[config.mk]
export PLATFORM = sky130hd
export DESIGN_NAME = mclk_ratio_detect
export DESIGN_NICKNAME = d
export VERILOG_FILES = /design/src/rtl/mrd_pkg.sv /design/src/rtl/mrd_datapath.sv /design/src/rtl/mrd_control.sv /design/src/rtl/mclk_ratio_detect.sv
export SDC_FILE = /design/constraint.sdc
export NUM_CORES = 1
export LEC_CHECK = 0
export BUFFER_PORTS_ARGS = -buffer_cell sky130_fd_sc_hd__clkbuf_2
export CAP_MARGIN = 10
export CORE_ASPECT_RATIO = 0.7
export CORE_MARGIN = 2
export CORE_UTILIZATION = 45
export CTS_BUF_LIST = sky130_fd_sc_hd__clkbuf_16
export DETAILED_ROUTE_END_ITERATION = 8
export GPL_TIMING_DRIVEN = 0
export SYNTH_ARGS = -nofsm -noshare
export SYNTH_HDL_FRONTEND = slang
export SYNTH_HIERARCHICAL = 1
export SYNTH_SLANG_ARGS = --single-unit
[constraint.sdc]
create_clock -name mclk -period 3.18 [get_ports mclk]
set_input_delay 0.636 -clock mclk [delete_from_list [all_inputs] [get_ports mclk]]
set_output_delay 0.636 -clock mclk [all_outputs]
set_load 0.02 [all_outputs]
[src/rtl/mrd_pkg.sv]
package mrd_pkg;
  localparam int NUM_RATIOS = 6;
  localparam logic [2:0] CODE_NONE = 3'd7;

  // nominal cycles per frame for code idx: 128,192,256,384,512,768
  function automatic int nominalOf(input int idx);
    int base;
    base = 128 << (idx / 2);
    return (idx % 2 == 1) ? base + base / 2 : base;
  endfunction

  typedef struct packed {
    logic       done;   // one frame measurement finished this cycle
    logic [2:0] code;   // classification of that frame
  } frameStrobe_t;
endpackage

[src/rtl/mrd_datapath.sv]
module mrd_datapath
  import mrd_pkg::*;
#(
  parameter int CNT_W = 10,
  parameter int TOL   = 2
) (
  input  logic         clk,
  input  logic         rstN,
  input  logic         lrclk,
  output frameStrobe_t frm
);
  localparam logic [CNT_W-1:0] CNT_MAX = {CNT_W{1'b1}};

  logic syncA, syncB, syncPrev;
  logic rise;
  logic havePrev;
  logic [CNT_W-1:0] cnt;
  logic [NUM_RATIOS-1:0] hit;
  logic [2:0] measCode;

  always_ff @(posedge clk) begin
    if (!rstN) begin
      syncA    <= 1'b0;
      syncB    <= 1'b0;
      syncPrev <= 1'b0;
    end else begin
      syncA    <= lrclk;
      syncB    <= syncA;
      syncPrev <= syncB;
    end
  end

  assign rise = syncB & ~syncPrev;

  // tolerance windows, one comparator pair per ratio
  for (genvar g = 0; g < NUM_RATIOS; g++) begin : gWin
    localparam logic [CNT_W-1:0] LO = CNT_W'(nominalOf(g) - TOL);
    localparam logic [CNT_W-1:0] HI = CNT_W'(nominalOf(g) + TOL);
    assign hit[g] = (cnt >= LO) && (cnt <= HI);
  end

  always_comb begin
    measCode = CODE_NONE;
    for (int i = NUM_RATIOS - 1; i >= 0; i--)
      if (hit[i]) measCode = 3'(i);
  end

  always_ff @(posedge clk) begin
    if (!rstN) begin
      cnt      <= CNT_MAX;
      havePrev <= 1'b0;
      frm      <= '{done: 1'b0, code: CODE_NONE};
    end else begin
      frm.done <= 1'b0;
      if (rise) begin
        cnt      <= CNT_W'(1);
        havePrev <= 1'b1;
        if (havePrev) begin
          frm.done <= 1'b1;
          frm.code <= measCode;
        end
      end else begin
        if (cnt != CNT_MAX) cnt <= cnt + CNT_W'(1);
        if (havePrev && cnt == CNT_MAX) begin
          frm.done <= 1'b1;
          frm.code <= CODE_NONE;
          havePrev <= 1'b0;
        end
      end
    end
  end
endmodule

[src/rtl/mrd_control.sv]
module mrd_control
  import mrd_pkg::*;
#(
  parameter int LOCK_FRAMES = 3,
  parameter int OSR_W       = 8
) (
  input  logic             clk,
  input  logic             rstN,
  input  frameStrobe_t     frm,
  output logic [2:0]       ratioCode,
  output logic             highRate,
  output logic [OSR_W-1:0] osrFactor,
  output logic             locked,
  output logic             muteReq
);
  localparam int AG_W = $clog2(LOCK_FRAMES + 1);
  localparam logic [AG_W-1:0] AG_FULL = AG_W'(LOCK_FRAMES);
  localparam logic [OSR_W-1:0] OSR_NORMAL = OSR_W'(128);
  localparam logic [OSR_W-1:0] OSR_HIGH   = OSR_W'(64);

  logic [AG_W-1:0] agree, agreeNext;
  logic [2:0] lastCode;
  logic lockNext;

  always_comb begin
    agreeNext = agree;
    lockNext  = locked;
    if (frm.code == CODE_NONE) begin
      agreeNext = '0;
      lockNext  = 1'b0;
    end else if (agree != '0 && frm.code == lastCode) begin
      if (agree != AG_FULL) agreeNext = agree + AG_W'(1);
    end else begin
      agreeNext = AG_W'(1);
      lockNext  = 1'b0;
    end
    if (agreeNext == AG_FULL) lockNext = 1'b1;
  end

  always_ff @(posedge clk) begin
    if (!rstN) begin
      agree     <= '0;
      lastCode  <= CODE_NONE;
      locked    <= 1'b0;
      muteReq   <= 1'b1;
      ratioCode <= CODE_NONE;
      highRate  <= 1'b0;
      osrFactor <= OSR_NORMAL;
    end else if (frm.done) begin
      agree    <= agreeNext;
      lastCode <= frm.code;
      locked   <= lockNext;
      muteReq  <= ~lockNext;
      if (lockNext) begin
        ratioCode <= frm.code;
        highRate  <= (frm.code < 3'd2);
        osrFactor <= (frm.code < 3'd2) ? OSR_HIGH : OSR_NORMAL;
      end
    end
  end
endmodule

[src/rtl/mclk_ratio_detect.sv]
module mclk_ratio_detect
  import mrd_pkg::*;
#(
  parameter int CNT_W       = 10,
  parameter int TOL         = 2,
  parameter int LOCK_FRAMES = 3,
  parameter int OSR_W       = 8
) (
  input  logic             mclk,
  input  logic             rstN,
  input  logic             lrclk,
  output logic [2:0]       ratioCode,
  output logic             highRate,
  output logic [OSR_W-1:0] osrFactor,
  output logic             locked,
  output logic             muteReq
);
  frameStrobe_t frm;

  mrd_datapath #(.CNT_W(CNT_W), .TOL(TOL)) uData (
    .clk(mclk), .rstN(rstN), .lrclk(lrclk), .frm(frm)
  );

  mrd_control #(.LOCK_FRAMES(LOCK_FRAMES), .OSR_W(OSR_W)) uCtrl (
    .clk(mclk), .rstN(rstN), .frm(frm),
    .ratioCode(ratioCode), .highRate(highRate), .osrFactor(osrFactor),
    .locked(locked), .muteReq(muteReq)
  );
endmodule

==> flow_metrics.tcl <==
set metrics [dict create \
    drv_cap 0 \
    arrival_ns 1.88 \
    avgSynthCellArea_um2 9.00 \
    slew_violations 0 \
    initial_core_util_pct 48.4 \
    insertion_delay_ns 0.27 \
    dp.final_hpwl_um 2420 \
    die_area_mm2 0.00400 \
    synth_seq_cells 30 \
    yosys_warnings 6 \
    critPathMaxFanout 7 \
    cts_resized 0 \
    stdcell_area_mm2 0.00187 \
    fin_setup_tns_ns 0 \
    postRouteAntennaNets 0 \
    synth.distinct_cells 45 \
    path_clk_slew_ns 0.05 \
    holdPathStages 1 \
    grt_first_pass_wirelength_um 5650 \
    wl_per_cell_um 13.5 \
    finClkSkew_ns 0.00329 \
    yosys-top-cells-area "dfxtp_1, o21ai_0, nand3_1" \
    fp.dieH_um 53.5 \
    synthSimpleGateAreaFrac_pct 23.8 \
    yosysTopAreaCell "dfxtp_1" \
    cp_data_required_time_ns 3.34 \
    vias_per_cell 5.34 \
    setup_viol 0 \
    drc 0 \
    grt_pass1_vias 1256 \
    drt_wl_total_um 3300 \
    htreeDepth 2 \
    power.leakage_nw 0.727 \
    grt_max_degree 14 \
    rsz0062_at_grt "false" \
    diodes 0 \
    cp-start-kind "flop" \
    rows 17 \
    drt-pass1-iter-count 4 \
    post-route-min-period_ns 1.72 \
    core_area_mm2 0.00325 \
    place_inst 237 \
    worstMarginPinSlew_ns 0.553 \
    place.gp.congestion 0.887 \
    route.vias.total 1309 \
    synth.area.mux_share_pct 3.18 \
    drive_gt1_share_pct 20.7 \
    layout_common_cells "dfxtp_1, o21ai_0, nand3_1, nand2_1, clkbuf_2" \
    holdCritStartpoint "uData/syncA" \
    synth_xor_area_share_pct 5.56 \
    die_width_um 74.7 \
    worstSetupStartpoint "uData/cnt[2]" \
    final_cells 245 \
    synth_edf_count 0 \
    reg2reg_depth 5 \
    worstPathCellList "nor4_1 -> nand3_1 -> o311ai_4 -> nor3_1 -> o221a_1" \
    min_path_type "reg2reg" \
    cts_setup_buffers 0 \
    critical_path_class "reg2reg" \
    cts_hold_repair.buffers 0 \
    root_buffer "clkbuf_16" \
    syn2layout_area_growth_pct 18.6 \
    cts.sinks 30 \
    slowest_stage "nor4_1" \
    placed_area_mm2 0.00170 \
    antenna_found_initial 0 \
    ys_seq_area_share_pct 38.1 \
    worstHoldEndpoint "uData/syncB" \
    end_kind "flop" \
    period_share_pct 54.0 \
    synth_cells 175 \
    relSlewSlack_pct 62.8 \
    status "complete, no violations" \
    rrSetupSlack_ns 1.46 \
    pwr_density_cell_mw_per_mm2 826 \
    critical-path-max-stage-delay_ns 0.53 \
    ios 17 \
    cts_tree "yes" \
    grt_remaining_overflow 0 \
    max_freq_mhz 583 \
    ys.flop_type "dfxtp_1" \
    grtUsageTotal_pct 19.0 \
    synth_top_family_by_area "simple AND/OR/NAND/NOR gates" \
    path_delay_family "simple AND/OR/NAND/NOR gates" \
    cts_made_buffers 5 \
    hold_viol 0 \
    mostFrequentLayoutCell "dfxtp_1" \
    drt_first_iter_violations 146 \
    crit-reg2reg-launch "uData/cnt[2]" \
    syn_area_mm2 0.00158 \
    netlist.area_leader.share_pct 38.1 \
    crit_buf_inv 0 \
    ir_worst_vdd_uv 419 \
    synth_adder_area_share_pct 1.59 \
    clockBufferDepth 2 \
    synth-compound-area-share_pct 18.6 \
    io_buffers 10 \
    nNetsFinal 202 \
    r2r-end "uData/frm[1]" \
    synthArstFlopShare_pct 0 \
]
final cells by class:
cell class / instances / area, um^2
fill: 298 / 1390
multi-input combinational: 127 / 853
sequential: 30 / 601
clock buffer: 5 / 125
buffer: 18 / 121
tap: 47 / 58.8
timing repair buffer: 10 / 50.0
clock inverter: 3 / 40.0
inverter: 5 / 18.8
worst max path at each step:
stage / cells after the start / end
after detailed placement: 6 / uData/frm[2]
final: 5 / uData/frm[1]
after global placement: 6 / uData/frm[2]
after floorplan: 6 / uData/frm[2]
after global routing: 6 / uData/frm[2]
after CTS: 6 / uData/frm[2]
kinds of logic (layout without fill, tap and decap cells):
kind of cell / after synthesis / in the layout
mux: 5 / 5
fa+ha+maj: 2 / 2
xor+xnor: 10 / 10
other cells: 1 / 6
simple gates: 68 / 68
buf+inv: 23 / 41
flops: 30 / 30
compound gates: 36 / 36
cells in the mapped netlist, types with 2 or more instances:
cell and number:
dfxtp_1 30, o21ai_0 17, nand2_1 15, nand3_1 15, buf_4 8, xnor2_1 6
buf_2 5, mux2i_1 5, nor2_1 5, nor2b_1 5, nor3_1 5, a21oi_1 4
and2_1 4, inv_1 4, nand4_1 4, xor2_1 4, and4_1 3, clkbuf_1 3
ha_1 2, nand2b_1 2, nor4_1 2, nor4b_1 2, o22a_1 2, o311ai_4 2
sequential cells by signal, indices dropped and copies added, names as in the netlist:
| register | cells |
|---|---|
| uData/cnt | 10 |
| uData/frm | 4 |
| uCtrl/lastCode | 3 |
| uCtrl/ratioCode | 3 |
| uCtrl/agree | 2 |
| uCtrl/osrFactor | 2 |
| uCtrl/locked | 1 |
| uCtrl/muteReq | 1 |
| uData/havePrev | 1 |
| uData/syncA | 1 |
| uData/syncB | 1 |
| uData/syncPrev | 1 |
power breakdown:
part | leakage (nW) | total, W | switching [W] | internal, W
sequential | 0.245 | 0.000491 | 0.0000565 | 0.000434
clock | 0.0836 | 0.000524 | 0.000158 | 0.000365
combinational | 0.398 | 0.000527 | 0.000291 | 0.000237
total | 0.727 | 0.00154 | 0.000505 | 0.00104
per-layer routing:
layer	up-vias	track usage, %	wire, um
li1	656	-	-
met1	602	28.3	1760
met2	47	26.0	1290
met3	4	4.57	207
met4	0	7.74	36
met5	-	0	0
stage by stage:
| step | hold WS, ns | utilization, % | power, W | setup slack (ns) |
|---|---|---|---|---|
| 5_1_grt | 0.449 | 57.4 | 0.00164 | 1.35 |
| 2_1_floorplan | 0.412 | - | 0.000928 | 1.69 |
| 4_1_cts | 0.438 | 57.4 | 0.00154 | 1.45 |
| 3_3_place_gp | 0.417 | 52.3 | 0.00101 | 1.50 |
| 3_5_place_dp | 0.428 | 52.3 | 0.00102 | 1.46 |
| 6_report | 0.431 | 57.4 | 0.00154 | 1.46 |
(Power assumes the default switching activity.)
